--- config.mk ---
export PLATFORM = sky130hd
export DESIGN_NAME = i2c_scl_timer
export DESIGN_NICKNAME = d
export VERILOG_FILES = /design/src/rtl/i2c_scl_pkg.sv /design/src/rtl/scl_count_tick.sv /design/src/rtl/scl_input_sampler.sv /design/src/rtl/scl_phase_counter.sv /design/src/rtl/i2c_scl_timer.sv
export SDC_FILE = /design/constraint.sdc
export NUM_CORES = 1
export LEC_CHECK = 0
export ABC_AREA = 1
export BUFFER_PORTS_ARGS = -buffer_cell sky130_fd_sc_hd__buf_2
export CAP_MARGIN = 0
export CORE_ASPECT_RATIO = 0.9
export CORE_MARGIN = 2
export CORE_UTILIZATION = 50
export DETAILED_ROUTE_END_ITERATION = 10
export PLACE_DENSITY_LB_ADDON = 0.08
export SYNTH_ARGS = -nofsm -noshare
export SYNTH_HDL_FRONTEND = slang
export SYNTH_SLANG_ARGS = --single-unit
--- constraint.sdc ---
create_clock -name clk -period 4.4 [get_ports clk]
set_clock_uncertainty 0.2 [all_clocks]
set_input_delay 0.22 -clock clk [delete_from_list [all_inputs] [get_ports clk]]
set_output_delay 0.22 -clock clk [all_outputs]
set_load 0.05 [all_outputs]
--- src/rtl/i2c_scl_pkg.sv ---
`timescale 1ns/1ps
package i2c_scl_pkg;

    // Clock-generator states
    typedef enum logic [1:0] {
        ST_IDLE    = 2'd0,
        ST_LOW     = 2'd1,
        ST_WAIT_HI = 2'd2,
        ST_HIGH    = 2'd3
    } scl_state_e;

endpackage

--- src/rtl/scl_count_tick.sv ---
`timescale 1ns/1ps
// Count-clock enable: every cycle, or every second cycle.
module scl_count_tick (
    input  logic clk,
    input  logic rst_n,
    input  logic div2_sel,
    output logic tick
);
    logic toggle_q;

    always_ff @(posedge clk or negedge rst_n) begin
        if (!rst_n) begin
            toggle_q <= 1'b0;
        end else if (div2_sel) begin
            toggle_q <= ~toggle_q;
        end else begin
            toggle_q <= 1'b0;
        end
    end

    always_comb begin
        tick = div2_sel ? toggle_q : 1'b1;
    end


    tick_spacing_chk: assert property (@(posedge clk) disable iff (!rst_n)
        (div2_sel && tick) |=> (!div2_sel || !tick));

endmodule

--- src/rtl/scl_input_sampler.sv ---
`timescale 1ns/1ps
// Registers the SCL pin level through a parameterised chain of flops.
module scl_input_sampler #(
    parameter int STAGES = 1
) (
    input  logic clk,
    input  logic rst_n,
    input  logic pin_in,
    output logic level_q
);
    logic [STAGES-1:0] chain_q;

    generate
        for (genvar g = 0; g < STAGES; g++) begin : g_stage
            if (g == 0) begin : g_first
                always_ff @(posedge clk or negedge rst_n) begin
                    if (!rst_n) chain_q[0] <= 1'b1;
                    else        chain_q[0] <= pin_in;
                end
            end else begin : g_next
                always_ff @(posedge clk or negedge rst_n) begin
                    if (!rst_n) chain_q[g] <= 1'b1;
                    else        chain_q[g] <= chain_q[g-1];
                end
            end
        end
    endgenerate

    always_comb begin
        level_q = chain_q[STAGES-1];
    end

endmodule

--- src/rtl/scl_phase_counter.sv ---
`timescale 1ns/1ps
// Phase counter with synchronous clear and tick-qualified increment.
module scl_phase_counter #(
    parameter int CNT_W = 9
) (
    input  logic             clk,
    input  logic             rst_n,
    input  logic             clr,
    input  logic             inc,
    output logic [CNT_W-1:0] count
);
    always_ff @(posedge clk or negedge rst_n) begin
        if (!rst_n) begin
            count <= '0;
        end else if (clr) begin
            count <= '0;
        end else if (inc) begin
            count <= count + CNT_W'(1);
        end
    end

endmodule

--- src/rtl/i2c_scl_timer.sv ---
`timescale 1ns/1ps
module i2c_scl_timer #(
    parameter int CNT_W       = 9,
    parameter int SYNC_STAGES = 1
) (
    input  logic             clk,
    input  logic             rst_n,
    input  logic [CNT_W-1:0] low_count,
    input  logic [CNT_W-1:0] high_count,
    input  logic             div2_sel,
    input  logic             run_req,
    input  logic             scl_in,
    output logic             scl_drive_low,
    output logic             sda_change_stb,
    output logic             sample_stb
);
    import i2c_scl_pkg::*;

    localparam logic [CNT_W-1:0] ONE = CNT_W'(1);

    scl_state_e       state, nxt;
    logic             tick;
    logic             scl_hi;
    logic [CNT_W-1:0] cnt;
    logic [CNT_W-1:0] lo_eff, hi_eff, hi_mid;
    logic             low_last, high_last;
    logic             cnt_clr, cnt_inc;

    scl_count_tick u_tick (
        .clk      (clk),
        .rst_n    (rst_n),
        .div2_sel (div2_sel),
        .tick     (tick)
    );

    scl_input_sampler #(.STAGES(SYNC_STAGES)) u_samp (
        .clk     (clk),
        .rst_n   (rst_n),
        .pin_in  (scl_in),
        .level_q (scl_hi)
    );

    scl_phase_counter #(.CNT_W(CNT_W)) u_cnt (
        .clk   (clk),
        .rst_n (rst_n),
        .clr   (cnt_clr),
        .inc   (cnt_inc),
        .count (cnt)
    );

    // Effective counts: zero is promoted to one
    always_comb begin
        lo_eff    = (low_count  == '0) ? ONE : low_count;
        hi_eff    = (high_count == '0) ? ONE : high_count;
        hi_mid    = hi_eff >> 1;
        low_last  = (cnt == lo_eff - ONE);
        high_last = (cnt == hi_eff - ONE);
    end

    // Next-state logic
    always_comb begin
        nxt = state;
        unique case (state)
            ST_IDLE:    if (run_req && tick)    nxt = ST_LOW;       // START
            ST_LOW:     if (tick && low_last)   nxt = ST_WAIT_HI;   // LOW_DONE
            ST_WAIT_HI: if (scl_hi)             nxt = ST_HIGH;      // SEEN_HIGH
            ST_HIGH:    if (tick && high_last)                      // HIGH_NEXT / HIGH_STOP
                            nxt = run_req ? ST_LOW : ST_IDLE;
            default:                            nxt = ST_IDLE;
        endcase
    end

    // State register
    always_ff @(posedge clk or negedge rst_n) begin
        if (!rst_n) state <= ST_IDLE;
        else        state <= nxt;
    end

    // Counter control: clear on every state change, count ticks in timed phases
    always_comb begin
        cnt_clr = (nxt != state);
        cnt_inc = tick && ((state == ST_LOW) || (state == ST_HIGH));
    end

    // Outputs
    always_comb begin
        scl_drive_low  = 1'b0;
        sda_change_stb = 1'b0;
        sample_stb     = 1'b0;
        unique case (state)
            ST_IDLE:    ;
            ST_LOW: begin
                scl_drive_low  = 1'b1;
                sda_change_stb = tick && (cnt == '0);
            end
            ST_WAIT_HI: ;
            ST_HIGH: begin
                sample_stb = tick && (cnt == hi_mid);
            end
            default: ;
        endcase
    end


    wait_holds_zero_chk: assert property (@(posedge clk) disable iff (!rst_n)
        (state == ST_WAIT_HI) |-> (cnt == '0));


    min_release_chk: assert property (@(posedge clk) disable iff (!rst_n)
        $fell(scl_drive_low) |=> !scl_drive_low);


    start_needs_run_chk: assert property (@(posedge clk) disable iff (!rst_n)
        $rose(scl_drive_low) |-> $past(run_req));


    strobe_exclusive_chk: assert property (@(posedge clk) disable iff (!rst_n)
        !(sda_change_stb && sample_stb));


    sample_released_chk: assert property (@(posedge clk) disable iff (!rst_n)
        sample_stb |-> !scl_drive_low);

endmodule

==> metrics.md, run 1 <==
| Metric | Value |
|---|---|
| P_leak | `0.941 nW` |
| FMAX | `396 MHz` |
| Die Span X | `63.6 µm` |
| Pre-CTS WS | `1.67 ns` |
| All-layer global routing usage | `22.7%` |
| WL/cell | `11.4 µm` |
| Worst-margin pin slew | `0.485 ns` |
| Area grow syn2layout | `12.3%` |
| Crit Path Max Fanout | `7` |
| Num ports | `26` |
| Placement Cell Area | `1750 µm²` |
| Worst-Skew Late Latency | `0.26 ns` |
| Proportion of synthesized area in mux cells | `0%` |
| Synth warnings | `0` |
| Min cycle time layout | `2.52 ns` |
| Mapped Avg Cell Area | `6.24 µm²` |
| RSZ-0062 raised after global routing | `false` |
| DRT Wirelength | `3.68 mm` |
| WS Path Type | `register to primary output` |
| Rel. slew slack | `67.4%` |
| Syn Std Cell Area | `1600 µm²` |
| Worst setup SP type | `register` |
| Die H | `57.6 µm` |
| Final hold vios | `0` |
| Via count | `1608` |
| # setup viols final | `0` |
| Main combinational cell family by area after synthesis | `simple AND/OR/NAND/NOR gates` |
| CTS Buf Count | `3` |
| Post-synthesis adder-cell area fraction | `3.13%` |
| Status | `finished, final reports clean` |
| Fill cells | `313` |
| Worst min path class | `input pin to asynchronous set/reset pin` |
| Final worst path period share | `57.4%` |
| DIE AREA | `3660 µm²` |
| N_diodes | `0` |
| Initial Util | `52.5%` |
| Cell Rows | `19` |
| Via density | `4.96` |
| Met2 usage | `37.6%` |
| PnR worst setup slack | `1.88 ns` |
| CP endpoint kind | `primary output` |
| Core ar. | `3040 µm²` |
| Data arrival time of the critical path | `2.10 ns` |
| Initial antenna violation count | `0` |
| Clk buf depth | `2` |
| Leading area contributor after synthesis | `dfrtp_1` |
| Met3 Use GR | `1.38%` |
| Global placer's final weighted congestion | `0.884` |
| Synth unique cells | `30` |
| First-pass GRT wire length | `6.57 mm` |
| CTS clk-pin slew, worst paths | `0.07 ns` |
| CTS root buf | `clkbuf_4` |
| Total global routing overflow | `0` |
| Final #Nets | `310` |
| Post-CTS setup buffer count | `0` |
| Syn_nets | `283` |
| Fin Setup TNS | `0 ns` |
| Initial DRC count | `62` |
| Pwr per Cell Area | `385 nW/µm²` |
| Mapped Cells | `256` |
| Dpl hpwl | `3.12 mm` |
| Compound-gate portion of the synthesized area | `6.66%` |
| Hold buffer count at CTS | `2` |
| Vias in the first global route | `1503` |
| Met1 usage | `32.1%` |
| Clock Sinks | `13` |
| Register bit total from synthesis | `13` |
| Fin Hold WS | `0.156 ns` |
| GRT busiest layer | `met2` |
| Peak supply drop | `0.000306 V` |
| H-tree depth | `1` |
| Max-slew violations | `0` |
| Routed Antenna Nets | `0` |
| DRT Pass-1 Iters | `4` |
| Fin area | `1790 µm²` |
| Post-synth top area share | `18.8%` |
| CTS tree | `done` |
| Residual DRC | `0` |
| Share of post-route cells with drive strength above 1 | `23.4%` |
| Worst EP required | `3.98 ns` |
| Top cells by area, synth | `dfrtp_1 (19%), nand2_1 (14%), inv_1 (8.0%)` |
| Largest net degree at the start of global routing | `14` |
| Sequential fraction of the synthesis area | `20.5%` |
| IO buf count | `25` |
| Simple-gate area share of the yosys netlist | `45.3%` |
| Max cap viols | `0` |
| Post-Synth XOR/XNOR Area | `12.6%` |
| Post_cts resized | `0` |
-- where the power goes --
| group | internal [mW] | total [mW] | switching [mW] |
|---|---|---|---|
| clock | 0.0350 | 0.0672 | 0.0322 |
| combinational | 0.152 | 0.392 | 0.239 |
| sequential | 0.156 | 0.232 | 0.0763 |
-- routing by layer --
layer  share of wire [%]  vias to the layer above
met3                 4.4                        6
met5                   0                        -
li1                    -                      854
met2                  46                       36
met4                0.52                        0
met1                  49                      712
-- layout by cell type, fill, tap and decap left out, drive strengths merged --
cell | netlist | routed
dfrtp | 12 | 12
nand4 | 9 | 9
dfstp | 1 | 1
inv | 42 | 42
o22ai | 1 | 1
a221oi | 1 | 1
xnor2 | 10 | 10
nand2 | 66 | 66
dlygate4sd3 | 0 | 2
nor4 | 1 | 1
nand3 | 21 | 21
nor3 | 5 | 5
o211ai | 1 | 1
a2111oi | 1 | 1
o21a | 1 | 1
o21ai | 12 | 12
or2 | 2 | 2
nor2 | 46 | 46
clkinv | 1 | 1
clkbuf | 0 | 4
buf | 5 | 25
a21boi | 1 | 1
xor2 | 13 | 13
ha | 4 | 4
-- Yosys cell counts --
cell type  count
nand3_1       17
o21ai_1        5
o211ai_1       1
nand2_1       60
a221oi_1       1
a2111oi_0      1
nor2_2        16
a21boi_0       1
nor2_4         1
inv_2          8
nand4_1        9
o21ai_0        7
or2_2          2
xor2_1        13
ha_1           4
nand3_2        4
nand2_4        3
buf_4          1
nor4_1         1
buf_2          4
dfstp_2        1
inv_1         34
xnor2_1       10
nor3_1         5
o21a_1         1
nor2_1        29
clkinv_1       1
dfrtp_1       12
nand2_2        3
o22ai_1        1
-- path summary, 6_finish.rpt --
kind | end | slack (ns) | startpoint | cells past startpoint
worst min-delay path | u_cnt.count[4] | 0.16 | rst_n | 2
worst min register to register | u_tick.toggle_q | 0.40 | u_tick.toggle_q | 2
worst max-delay path | sample_stb | 1.88 | u_cnt.count[7] | 5
worst max register to register | u_cnt.count[0] | 2.25 | u_cnt.count[6] | 14
min in group clk | u_tick.toggle_q | 0.17 | div2_sel | 4
max in group asynchronous | u_samp.level_q | 3.58 | rst_n | 2
-- state kept, by name, indices dropped and copies added, names as in the netlist --
register,count
u_samp.level_q,1
u_tick.toggle_q,1
state,2
u_cnt.count,9
-- final cells by class --
cell class / count / area (µm²) / share of cell area [%]
multi-input cells: 195 / 1080 / 60.3
inverters: 43 / 161 / 9.00
flip-flops and latches: 13 / 327 / 18.2
well taps: 42 / 52.6 / 2.93
repair buffers: 27 / 145 / 8.09
clock buffers: 4 / 26.3 / 1.47
-- kinds of logic after synthesis --
family	after synthesis
buf+inv	48
simple gates	150
xor+xnor	23
compound gates	18
fa+ha+maj	4
flops	13
-- stage by stage --
stage                     power (mW)  utilization, %  cells
after global routing           0.766            58.9    324
final                          0.691            58.9    324
after floorplan                0.533               -    256
after CTS                      0.693            58.9    324
after detailed placement       0.621            57.4    318
after global placement         0.617            57.4    318
-- critical path, stage by stage (launching register included) --
cell and delay, ns:
dfrtp_1 0.54, o21ai_0 0.18, a221oi_1 0.31, nand3_1 0.15, a2111oi_0 0.32, buf_2 0.34
(Power assumes the default switching activity.)
==> run 2, diff against run 1 <==
Settings changed: ABC_AREA 1 to 0.
Clock period 4.4 ns to 2.1 ns, I/O delays scaled along.
==> run 2 against run 1 <==
Net effect:
- the run now ends with setup timing left
- power rose by 150%
- global-route usage is 5.4 points higher
- area after synthesis fell by 7.1%
- wire length is 24% higher
- combinational power rose to 2.9 times the previous value
- register-to-register slack got worse by 2.7 ns
- non-clock buffer count grew 43
- first-iteration DRC count increased by 53%
- cell area up 18%
- hold slack worse by 0.11 ns
- worst setup slack worse by 2.3 ns
- final cell count fell by 11%
- critical endpoint is now u_cnt.count[6]
- largest cell class unchanged
==> metrics.md, run 2 <==
| Metric | Value |
|---|---|
| Mapped Cells | `187 (was 256)` |
| Register bit total from synthesis | `13 (unchanged)` |
| P_leak | `0.954 nW (was 0.941 nW)` |
| Core ar. | `2790 µm² (was 3040 µm²)` |
| Synth top cells by count | `nor2_1 (23), xnor2_1 (16), xor2_1 (15), nand2_1 (14) (was nand2_1 (60), inv_1 (34), nor2_1 (29), nand3_1 (17), nor2_2 (16))` |
| DRT Wirelength | `4.57 mm (was 3.68 mm)` |
| Post-synth top area share | `20.3% (was 18.8%)` |
| Max reg flops | `9 (unchanged)` |
| Residual DRC | `0 (unchanged)` |
| CTS Buf Count | `3 (unchanged)` |
| Reg2reg setup slack | `-0.43 ns (was 2.25 ns)` |
| DIE AREA | `3420 µm² (was 3660 µm²)` |
| Syn Std Cell Area | `1480 µm² (was 1600 µm²)` |
| Final worst path period share | `120%` |
| CP endpoint kind | `register (was primary output)` |
| Max cap viols | `0 (unchanged)` |
| Die H | `55.7 µm (was 57.6 µm)` |
| Simple-gate area share of the yosys netlist | `27.0% (was 45.3%)` |
| Initial Util | `53.1% (was 52.5%)` |
| Final hold vios | `0 (unchanged)` |
| Data arrival time of the critical path | `2.49 ns (was 2.10 ns)` |
| RR Endpoint | `u_cnt.count[6] (was u_cnt.count[0])` |
| Fin util | `76.0% (was 58.9%)` |
| Via density | `5.66 (was 4.96)` |
| Clk buf depth | `2 (unchanged)` |
| Share of post-route cells with drive strength above 1 | `39.9% (was 23.4%)` |
| Cell Rows | `18 (was 19)` |
| Commonest non-fill, non-tap cell in the layout | `buf_4 (was nand2_1)` |
| Area grow syn2layout | `43.2% (was 12.3%)` |
| Total global routing overflow | `0 (unchanged)` |
| Post-Synth XOR/XNOR Area | `18.3% (was 12.6%)` |
| Syn_nets | `214 (was 283)` |
| Ys flop type | `dfrtp_1 (unchanged)` |
| Compound-gate portion of the synthesized area | `16.4% (was 6.66%)` |
| R2r startpoint | `u_cnt.count[0] (was u_cnt.count[6])` |
| Status | `finished with violations (was finished, final reports clean)` |
| Leading area contributor after synthesis | `dfrtp_1 (unchanged)` |
| Initial DRC count | `95 (was 62)` |
| Layout Cells excl Fill | `288 (was 324)` |
| CTS root buf | `clkbuf_4 (unchanged)` |
| Failing checks | `setup timing` |
| N_diodes | `0 (unchanged)` |
| CTS clk-pin slew, worst paths | `0.08 ns (was 0.07 ns)` |
| Pwr per Cell Area | `799 nW/µm² (was 385 nW/µm²)` |
| WL/cell | `15.9 µm (was 11.4 µm)` |
| Proportion of synthesized area in mux cells | `5.74% (was 0%)` |
| Largest net degree at the start of global routing | `14 (unchanged)` |
| Placement Cell Area | `1980 µm² (was 1750 µm²)` |
| Main combinational cell family by area after synthesis | `simple AND/OR/NAND/NOR gates (unchanged)` |
| Fin Hold WS | `0.0489 ns (was 0.156 ns)` |
| Synth async-reset ratio | `100% (unchanged)` |
| Synth warnings | `0 (unchanged)` |
| Reg2Reg Depth | `7 (was 14)` |
| Commonest cells after routing, fill and taps aside | `buf_4 (41), buf_2 (23), nor2_1 (20) (was nand2_1 (60), inv_1 (34), nor2_1 (29))` |
| Post-synthesis adder-cell area fraction | `3.38% (was 3.13%)` |
| Global placer's final weighted congestion | `0.884 (about the same)` |
| First-pass GRT wire length | `7.35 mm (was 6.57 mm)` |
| Routed Antenna Nets | `0 (unchanged)` |
| Worst min path class | `input pin to asynchronous set/reset pin (unchanged)` |
| EDFF count, synth | `0 (unchanged)` |
| DRT Pass-1 Iters | `5 (was 4)` |
| Sequential fraction of the synthesis area | `22.0% (was 20.5%)` |
| Final #Nets | `276 (was 310)` |
| WS Path Type | `register to register (was register to primary output)` |
| Largest register by flop count | `u_cnt.count (unchanged)` |
| All-layer global routing usage | `28.1% (was 22.7%)` |
| Clock Sinks | `13 (unchanged)` |
| Dpl hpwl | `3.59 mm (was 3.12 mm)` |
| Peak supply drop | `0.000561 V (was 0.000306 V)` |
| Top cells by area, synth | `dfrtp_1 (20%), xnor2_1 (9.5%), xor2_1 (8.9%) (was dfrtp_1 (19%), nand2_1 (14%), inv_1 (8.0%))` |
| Die Span X | `61.4 µm (was 63.6 µm)` |
| Count leader, synth | `nor2_1 (was nand2_1)` |
| Num ports | `26 (unchanged)` |
| # setup viols final | `12 (was 0)` |
| Via count | `1631 (was 1608)` |
| Largest registers | `u_cnt.count (9), state (2) (unchanged)` |
| Worst EP required | `2.06 ns (was 3.98 ns)` |
| Worst-Skew Late Latency | `0.27 ns (was 0.26 ns)` |
| Max-slew violations | `0 (unchanged)` |
| IO buf count | `25 (unchanged)` |
| Post-Place Cells | `280 (was 318)` |
| Fin area | `2120 µm² (was 1790 µm²)` |
| Crit Path Max Fanout | `8 (was 7)` |
| FMAX | `395 MHz` |
| CTS tree | `done (unchanged)` |
| Mapped Avg Cell Area | `7.93 µm² (was 6.24 µm²)` |
| Worst setup SP type | `register (unchanged)` |
| H-tree depth | `1 (unchanged)` |
| Initial antenna violation count | `0 (unchanged)` |
| RSZ-0062 raised after global routing | `true (was false)` |
| Synth unique cells | `48 (was 30)` |
| Worst-margin pin slew | `0.441 ns (was 0.485 ns)` |
| Rel. slew slack | `70.5% (was 67.4%)` |
| Vias in the first global route | `1646 (was 1503)` |
| Min cycle time layout | `2.53 ns` |
| PnR worst setup slack | `-0.430 ns (was 1.88 ns)` |
[run 2: layout make-up]
| class | count | area [µm²] |
|---|---|---|
| multi-input cells | 149 | 1190 |
| fillers | 223 | 669 |
| repair buffers | 70 | 483 |
| flip-flops and latches | 13 | 327 |
| well taps | 40 | 50.0 |
| inverters | 12 | 45.0 |
| clock buffers | 3 | 22.5 |
| clock inverters | 1 | 5.00 |
[run 2: routing by layer]
metal	GRT usage (%)	wire length (µm)
met1	36.3	1880
met2	50.0	2370
met3	1.86	270
met4	6.38	47
met5	0	0
[run 2: critical path: stages, from the launching register on]
cell	delay [ns]
dfrtp_1	0.36
or3b_1	0.35
mux2_4	0.28
mux2_4	0.26
or3_4	0.36
a2111oi_4	0.31
o31a_4	0.24
nor2_1	0.06
[run 2: worst max-delay path by stage]
| stage | startpoint | end | slack [ns] | depth (start not counted) |
|---|---|---|---|---|
| after detailed placement | low_count[8] | u_cnt.count[6] | -0.78 | 13 |
| final | u_cnt.count[0] | u_cnt.count[6] | -0.43 | 7 |
| after floorplan | high_count[5] | u_cnt.count[5] | -0.55 | 11 |
| after CTS | u_cnt.count[0] | u_cnt.count[6] | -0.40 | 7 |
| after global routing | u_cnt.count[0] | u_cnt.count[6] | -0.47 | 7 |
| after global placement | low_count[8] | u_cnt.count[6] | -0.64 | 13 |
[run 2: what timing repair did]
action / CTS / global route
setup buffers: 0 / 1
hold buffers: 3 / 0
endpoints found under the hold margin: 15 / 0
gates resized for setup: 8 / 10
endpoints found under the setup margin: 12 / 13
pin swaps: 6 / 5
[run 2: report_power, final]
| group | internal (mW) | leakage, nW | switching (mW) | total, mW |
|---|---|---|---|---|
| logic | 0.513 | 0.781 | 0.612 | 1.13 |
| registers | 0.329 | 0.155 | 0.0931 | 0.422 |
| clock network | 0.0704 | 0.0177 | 0.0776 | 0.148 |
[run 2: kinds of logic after synthesis]
group | Yosys count
AO/OA/AOI/OAI | 30
flip-flops | 13
buffers and inverters | 25
multiplexers | 8
XOR/XNOR | 31
AND/OR/NAND/NOR | 76
adder cells (fa/ha/maj) | 4
[run 2: stage by stage]
stage | setup WS, ns | power [mW] | setup TNS (ns)
2_1_floorplan | -0.548 | 1.10 | -5.86
5_1_grt | -0.473 | 1.82 | -4.98
3_5_place_dp | -0.778 | 1.48 | -8.20
4_1_cts | -0.396 | 1.65 | -4.08
3_3_place_gp | -0.639 | 1.42 | -6.82
6_report | -0.430 | 1.70 | -4.42
